==> src/rtl/tow_pkg.sv <==
package tow_pkg;

  // Next rope index: A pulls toward 0, B toward last; both cancel.
  function automatic logic [3:0] rope_next(input logic [3:0] pos,
                                           input logic pull_a,
                                           input logic pull_b);
    logic [3:0] r;
    r = pos;
    if (pull_a && !pull_b) r = pos - 4'd1;
    else if (pull_b && !pull_a) r = pos + 4'd1;
    return r;
  endfunction

  // True when an index is either end of the rope.
  function automatic logic at_end(input logic [3:0] pos, input logic [3:0] last);
    return (pos == 4'd0) || (pos == last);
  endfunction

  // BCD digit increment that holds at the top value.
  function automatic logic [3:0] digit_bump(input logic [3:0] d, input logic [3:0] top);
    return (d >= top) ? top : d + 4'd1;
  endfunction

endpackage

==> src/rtl/tow_btn_filter.sv <==
module tow_btn_filter #(
  parameter int STABLE_CYCLES = 500000
) (
  input  logic clk,
  input  logic rst_n,
  input  logic raw,
  output logic press
);
  localparam int CW = $clog2(STABLE_CYCLES + 1);
  localparam logic [CW-1:0] LIM = CW'(STABLE_CYCLES - 1);

  logic s1, s2, level;
  logic [CW-1:0] cnt;
  logic settle;

  assign settle = (s2 != level) && (cnt == LIM);

  always_ff @(posedge clk or negedge rst_n) begin
    if (!rst_n) begin
      s1 <= 1'b0;
      s2 <= 1'b0;
      level <= 1'b0;
      cnt <= '0;
      press <= 1'b0;
    end else begin
      s1 <= raw;
      s2 <= s1;
      press <= settle && s2;
      if (s2 == level) cnt <= '0;
      else if (settle) begin
        level <= s2;
        cnt <= '0;
      end else cnt <= cnt + 1'b1;
    end
  end

  // an accept pulse lasts a single cycle
  p_single_pulse_r10: assert property (@(posedge clk) disable iff (!rst_n)
    press |=> !press);
  // a pulse appears only when the filtered level has just gone high
  p_press_on_rise_r10: assert property (@(posedge clk) disable iff (!rst_n)
    press |-> level);
endmodule

==> src/rtl/tow_rope.sv <==
module tow_rope #(
  parameter int LAMPS = 9
) (
  input  logic             clk,
  input  logic             rst_n,
  input  logic             round_clr,
  input  logic             pull_a,
  input  logic             pull_b,
  output logic [LAMPS-1:0] lamp,
  output logic             won_a,
  output logic             won_b,
  output logic             take_a,
  output logic             take_b
);
  import tow_pkg::*;
  localparam logic [3:0] LAST = 4'(LAMPS - 1);
  localparam logic [3:0] MID  = 4'((LAMPS - 1) / 2);

  logic [3:0] pos, nxt;
  logic locked, live;

  assign locked = at_end(pos, LAST);
  assign live   = !locked && !round_clr;
  assign nxt    = rope_next(pos, pull_a, pull_b);
  assign take_a = live && (nxt == 4'd0);
  assign take_b = live && (nxt == LAST);
  assign won_a  = (pos == 4'd0);
  assign won_b  = (pos == LAST);

  always_ff @(posedge clk or negedge rst_n) begin
    if (!rst_n) pos <= MID;
    else if (round_clr) pos <= MID;
    else if (!locked) pos <= nxt;
  end

  for (genvar i = 0; i < LAMPS; i++) begin : g_lamp
    assign lamp[i] = (pos == 4'(i));
  end

  // one lamp lit
  p_onehot_r2: assert property (@(posedge clk) disable iff (!rst_n)
    $countones(lamp) == 1);
  // simultaneous pulls leave the position alone
  p_cancel_r4: assert property (@(posedge clk) disable iff (!rst_n)
    (pull_a && pull_b && !round_clr) |=> $stable(lamp));
  // a won round is frozen
  p_frozen_r6: assert property (@(posedge clk) disable iff (!rst_n)
    ((won_a || won_b) && !round_clr) |=> $stable(lamp));
  // a lone A pull moves one step toward index 0
  p_step_a_r3: assert property (@(posedge clk) disable iff (!rst_n)
    (pull_a && !pull_b && !won_a && !won_b && !round_clr) |=> lamp == ($past(lamp) >> 1));
  // round reset re-centres
  p_recentre_r7: assert property (@(posedge clk) disable iff (!rst_n)
    round_clr |=> lamp[MID]);
endmodule

==> src/rtl/tow_tally.sv <==
module tow_tally #(
  parameter int TOP = 9
) (
  input  logic       clk,
  input  logic       rst_n,
  input  logic       bump,
  output logic [3:0] digit
);
  import tow_pkg::*;
  localparam logic [3:0] TOPD = 4'(TOP);

  always_ff @(posedge clk or negedge rst_n) begin
    if (!rst_n) digit <= '0;
    else if (bump) digit <= digit_bump(digit, TOPD);
  end

  // digit never leaves the decimal range
  p_in_range_r9: assert property (@(posedge clk) disable iff (!rst_n)
    digit <= TOPD);
  // digit moves only on a bump
  p_only_on_bump_r8: assert property (@(posedge clk) disable iff (!rst_n)
    !bump |=> $stable(digit));
  // a bump below the top adds exactly one
  p_add_one_r8: assert property (@(posedge clk) disable iff (!rst_n)
    (bump && digit < TOPD) |=> digit == 4'($past(digit) + 4'd1));
endmodule

==> src/rtl/tow_game.sv <==
module tow_game #(
  parameter int LAMPS         = 9,
  parameter int STABLE_CYCLES = 500000,
  parameter int DIGIT_TOP     = 9
) (
  input  logic             clk,
  input  logic             rst_n,
  input  logic             round_clr,
  input  logic             btn_a,
  input  logic             btn_b,
  output logic [LAMPS-1:0] lamp,
  output logic             won_a,
  output logic             won_b,
  output logic [3:0]       wins_a,
  output logic [3:0]       wins_b
);
  localparam int PLAYERS = 2;

  logic [PLAYERS-1:0] raw, pull, take;
  logic [3:0] digits [PLAYERS];

  assign raw = {btn_b, btn_a};

  for (genvar p = 0; p < PLAYERS; p++) begin : g_player
    tow_btn_filter #(.STABLE_CYCLES(STABLE_CYCLES)) u_filt (
      .clk(clk), .rst_n(rst_n), .raw(raw[p]), .press(pull[p]));
    tow_tally #(.TOP(DIGIT_TOP)) u_tally (
      .clk(clk), .rst_n(rst_n), .bump(take[p]), .digit(digits[p]));
  end

  tow_rope #(.LAMPS(LAMPS)) u_rope (
    .clk(clk), .rst_n(rst_n), .round_clr(round_clr),
    .pull_a(pull[0]), .pull_b(pull[1]), .lamp(lamp),
    .won_a(won_a), .won_b(won_b), .take_a(take[0]), .take_b(take[1]));

  assign wins_a = digits[0];
  assign wins_b = digits[1];

  // A's digit counts on the edge A's win appears (unless saturated)
  p_win_counts_a_r8: assert property (@(posedge clk) disable iff (!rst_n)
    take[0] |=> (won_a && (wins_a == 4'($past(wins_a) + 4'd1) || wins_a == 4'(DIGIT_TOP))));
  // the two win flags never coexist
  p_one_winner_r5: assert property (@(posedge clk) disable iff (!rst_n)
    !(won_a && won_b));
  // round reset keeps the digits
  p_clr_keeps_r7: assert property (@(posedge clk) disable iff (!rst_n)
    round_clr |=> ($stable(wins_a) && $stable(wins_b)));
endmodule

==> config.mk <==
export PLATFORM = sky130hd
export DESIGN_NAME = tow_game
export DESIGN_NICKNAME = d
export VERILOG_FILES = /design/src/rtl/tow_pkg.sv /design/src/rtl/tow_btn_filter.sv /design/src/rtl/tow_rope.sv /design/src/rtl/tow_tally.sv /design/src/rtl/tow_game.sv
export SDC_FILE = /design/constraint.sdc
export NUM_CORES = 1
export LEC_CHECK = 0
export BUFFER_PORTS_ARGS = -buffer_cell sky130_fd_sc_hd__buf_2
export CORE_ASPECT_RATIO = 1.1
export CORE_MARGIN = 3
export CORE_UTILIZATION = 45
export CTS_CLUSTER_SIZE = 30
export DETAILED_ROUTE_END_ITERATION = 12
export SLEW_MARGIN = 20
export SYNTH_ARGS = -nofsm -noshare
export SYNTH_HDL_FRONTEND = slang
export SYNTH_SLANG_ARGS = --single-unit
==> constraint.sdc <==
create_clock -name clk -period 2.55 [get_ports clk]
set_input_delay 0.51 -clock clk [delete_from_list [all_inputs] [get_ports clk]]
set_output_delay 0.51 -clock clk [all_outputs]
set_load 0.1 [all_outputs]
* Yosys cells after proc, flatten, opt, wreduce, memory -nomap -nowiden
Index checks and enable logic that the tools add are counted.
Cells by class: muxes and demuxes 10, equal/unequal tests 16, shifts and indexed selects 0, div/mod/pow operators 0, bitwise operators 2, reduce and logical (&&, ||, !) cells 18, $lt $le $gt $ge 2, add/sub/neg operators 6, multiply operators 0
Operator list (number):
- $mux W19 | 4
- $add A19 B1 Y19 const B | 2
- $eq A19 B19 Y1 const B | 2
- $mux W4 | 6
- $eq A4 B3 Y1 const B | 4
- $add A4 B1 Y4 const B | 3
- $logic_and A1 B1 Y1 | 9
- $eq A4 B2 Y1 const B | 2
- $eq A4 B4 Y1 const B | 2
- $ge A4 B4 Y1 const B | 2
- $logic_not A4 Y1 | 2
- $eq A4 B1 Y1 const B | 1
- $logic_not A1 Y1 | 4
- $reduce_and A2 Y1 | 2
- $sub A4 B1 Y4 const B | 1
- $eq A1 B1 Y1 | 2
- $ne A1 B1 Y1 | 2
- $ne A2 B2 Y1 const B | 1
- $not A1 Y1 | 2
- $logic_or A1 B1 Y1 | 1
Storage, ports and cells: memory bits (writable) 0, output and inout port bits 19, register bits 58, input bits 5, memories kept 0, memory bits (read-only) 0, bits in latches 0

* Depth between registers and ports, before layout
depth in word-level cells 6, depth in mapped cells 8, gate-level depth less buffers 7

* By module
Synthesis repeated with hierarchy kept, for this count alone.
Unflattened totals: cell total of the unflattened synthesis 322, area total of the unflattened synthesis 3359.5 µm²
By module, submodules not included:
- tow_btn_filter | times used 2, cells each 103, area each 1133.6 µm²
- tow_rope | times used 1, cells each 70, area each 576.8 µm²
- tow_tally | times used 2, cells each 23, area each 257.7 µm²

* Least setup slack after synthesis
Ideal clock, no wire load.
path kind register to output, start point register u_rope.pos[0], end point output lamp[8], slack -0.040 ns, cell stages (with the launch flop) 5, arrival 2.080 ns, path buffers 1, cell sequence dfrtp_1 > inv_1 > ha_1 > and3_1 > buf_4
On the way: cells in the longest elaborated chain, start to end 1
RTL lines:
- start, declared | RTL line tow_rope.sv:19 | logic [3:0] pos, nxt;
- start signal, assigned | RTL line tow_rope.sv:33 | else if (!locked) pos <= nxt;
- $eq A4 B4 Y1
- end, declared | RTL line tow_game.sv:11 | output logic [LAMPS-1:0] lamp,
Every way passes these cells.

* Worst setup path in the final report
start point register u_rope.pos[0], end point output lamp[8]
On the way: cells in the longest elaborated chain, start to end 1
RTL lines:
- $eq A4 B4 Y1 | RTL line tow_rope.sv:37 | assign lamp[i] = (pos == 4'(i));
Every way passes these cells.

==> impl_metrics.env <==
export IMPL_n_antenna_cell=0
export IMPL_cp_end_kind="output port"
export IMPL_switching_share_pct=21.4
export IMPL_avgSynthCellArea_um2=9.90
export IMPL_antenna_found_initial=0
export IMPL_cts_tree="built"
export IMPL_synth_cell_types=53
export IMPL_finalWeightedCongestion=0.850
export IMPL_slew_headroom_pct=52.7
export IMPL_cp_max_fo=9
export IMPL_ir_worst_vdd_mv=0.332
export IMPL_grt_pass1_vias=2036
export IMPL_leakagePower_nw=1.60
export IMPL_power_density_mw_per_mm2=530
export IMPL_setup_violations_final=0
export IMPL_vias=2201
export IMPL_synthArstFlopShare_pct=100
export IMPL_top_usage_layer="met2"
export IMPL_synth_top_cell_area_share_pct=46.6
export IMPL_slew_violations=0
export IMPL_syn2layout_area_growth_pct=12.8
export IMPL_yosys_register_bits=58
export IMPL_layoutNonFillerInstCount=423
export IMPL_grt_util_met1_pct=20.1
export IMPL_placed_cells=409
export IMPL_fin_skew_ns=0.00842
export IMPL_grt_overflow=0
export IMPL_synth_cells=309
export IMPL_synth_area_mm2=0.00306
export IMPL_avgViaCountPerCell=5.20
export IMPL_final_setup_tns_ns=0
export IMPL_grtUsageMet2_pct=22.5
export IMPL_start_util_pct=48.0
export IMPL_pin_count=24
export IMPL_crit_type="reg -> out"
export IMPL_io_buffers=23
export IMPL_cts_sinks=58
export IMPL_synth_seq_area_share_pct=47.5
export IMPL_num_rows=30
export IMPL_drv_cap=0
export IMPL_cts_setup_buffers=0
export IMPL_cts_max_path_buffers=2
export IMPL_hold_buffers=0
export IMPL_cp_required_ns=2.04
export IMPL_cts_root_buf="clkbuf_8"
export IMPL_clock_fmax_mhz=414
export IMPL_post_route_period_util_pct=94.8
export IMPL_comb_power_share_pct=3.0
export IMPL_start_kind="flip-flop"
export IMPL_grt_max_degree=24
export IMPL_drc=0
export IMPL_finalCriticalPeriod_ns=2.42
export IMPL_hold_class="in -> async"
export IMPL_htreeDepth=3
export IMPL_clock_power_share_pct=45.6
export IMPL_synthTopCellsByArea="dfrtp_1 47%, nor2_1 7.0%, xnor2_1 6.0%, xor2_1 5.2%, ha_1 4.9%"
export IMPL_clk_latency_ns=0.33
export IMPL_grt_pass1_wl_um=9400
export IMPL_die_w_um=84.6
export IMPL_internal_power_mw=1.44
export IMPL_numCtsBuffers=9
export IMPL_ctsResizeCount=0
export IMPL_nNetsFinal=357
export IMPL_ant_nets=0
export IMPL_synth_edff_count=0
export IMPL_track_usage_pct=14.9
export IMPL_final_cell_mix="57 x nor2_1, 57 x dfrtp_1, 24 x nand2_1, 23 x buf_2, 21 x xnor2_1"
export IMPL_dieArea_mm2=0.00783
export IMPL_dr_pass1_iters=4
export IMPL_tightestPinTransition_ns=0.704
export IMPL_clk_pin_slew_ns=0.07
export IMPL_cp_data_arrival_time_ns=1.91
export IMPL_yosys_warnings=0
export IMPL_routed_wl_um=5450
export IMPL_drive_above_1_share_pct=15.7
export IMPL_wl_per_cell_um=12.9
export IMPL_hold_viol=0
export IMPL_dpl_hpwl_um=3770
export IMPL_dieHeight_um=92.5
export IMPL_p_sw_uw=392
export IMPL_synth_ff_type="dfrtp_1"
export IMPL_core_area_mm2=0.00638
export IMPL_pwr_share_seq_pct=51.4
export IMPL_synthesis_nets=326
export IMPL_rsz0062_at_grt="false"
export IMPL_status="completed"
export IMPL_drtIter0Drc=57
export IMPL_yosysTopAreaCell="dfrtp_1"
export IMPL_use_met3_pct=3.83
[flip-flops by register name, summed over array words and instances, names as in the netlist]
name	count
g_player.u_filt.s1	2
g_player.u_tally.digit	8
g_player.u_filt.cnt	38
g_player.u_filt.s2	2
g_player.u_filt.level	2
g_player.u_filt.press	2
u_rope.pos	4
[worst paths after layout]
path	end	start	slack (ns)	cells after the start
worst min register to register	g_player[0].u_filt.s2	g_player[0].u_filt.s1	0.35	0
min in group clk	g_player[1].u_filt.s1	btn_b	0.29	1
max in group asynchronous	g_player[0].u_filt.cnt[18]	rst_n	1.70	2
worst max register to register	g_player[0].u_tally.digit[2]	u_rope.pos[0]	0.19	7
worst min-delay path	g_player[1].u_filt.cnt[8]	rst_n	0.16	1
worst max-delay path	lamp[8]	u_rope.pos[0]	0.13	4
[power by group through the flow]
stage	registers [mW]	logic, mW	clock network, mW
after floorplan	0.956	0.0282	0
after global placement	0.957	0.0573	0
after detailed placement	0.957	0.0572	0
after CTS	0.940	0.0576	0.859
after global routing	0.942	0.0665	0.899
final	0.940	0.0549	0.835
[metal layers]
metal	wire length, um	part of all wire [%]
met1	2700	50
met2	2460	45
met3	227	4.2
met4	57	1.0
met5	0	0
[cell type report]
| class | instances | area [um^2] |
|---|---|---|
| fill | 577 | 2930 |
| multi-input combinational | 228 | 1490 |
| sequential | 58 | 1450 |
| timing repair buffer | 29 | 160 |
| clock buffer | 11 | 151 |
| tap | 80 | 100 |
| inverter | 14 | 52.6 |
| clock inverter | 3 | 40.0 |
[per-stage QoR]
step	hold WS [ns]	util (%)	worst slack, ns	total power [mW]	area (um^2)
floorplan	0.214	-	0.298	0.984	3060
global placement	0.334	51.1	0.290	1.01	3260
detailed placement	0.335	51.1	0.225	1.01	3260
CTS	0.173	54.1	0.101	1.86	3450
global route	0.183	54.1	0.00738	1.91	3450
finish	0.156	54.1	0.132	1.83	3450
[worst max-delay path: stages (launching register included)]
cell     delay [ns]
dfrtp_1        0.46
inv_1          0.17
ha_1           0.30
and3_2         0.22
buf_2          0.42
[cells by family after synthesis]
group                    count (synthesis)  synth area share [%]
AO/OA/AOI/OAI                           20                  5.64
adder cells (fa/ha/maj)                 12                  4.91
flip-flops                              58                  47.5
buffers and inverters                   23                  3.80
XOR/XNOR                                39                  11.2
AND/OR/NAND/NOR                        151                  24.9
multiplexers                             6                  2.13
[cells in the mapped netlist (2+ instances only)]
cell / count
and3_1: 6
nor2_1: 57
nor3_1: 7
nand2_1: 24
buf_4: 3
and3b_1: 3
nor2b_1: 2
inv_1: 14
xor2_1: 18
mux2_2: 3
and2_1: 12
nor4b_1: 3
nand4_1: 5
a32oi_1: 2
mux2i_1: 2
nand3_1: 15
xnor2_1: 21
buf_2: 2
buf_6: 2
dfrtp_1: 57
o21ai_0: 2
o311ai_0: 2
and4_1: 4
a41o_1: 3
ha_1: 12
No activity file was read; power rests on OpenSTA's default activity.
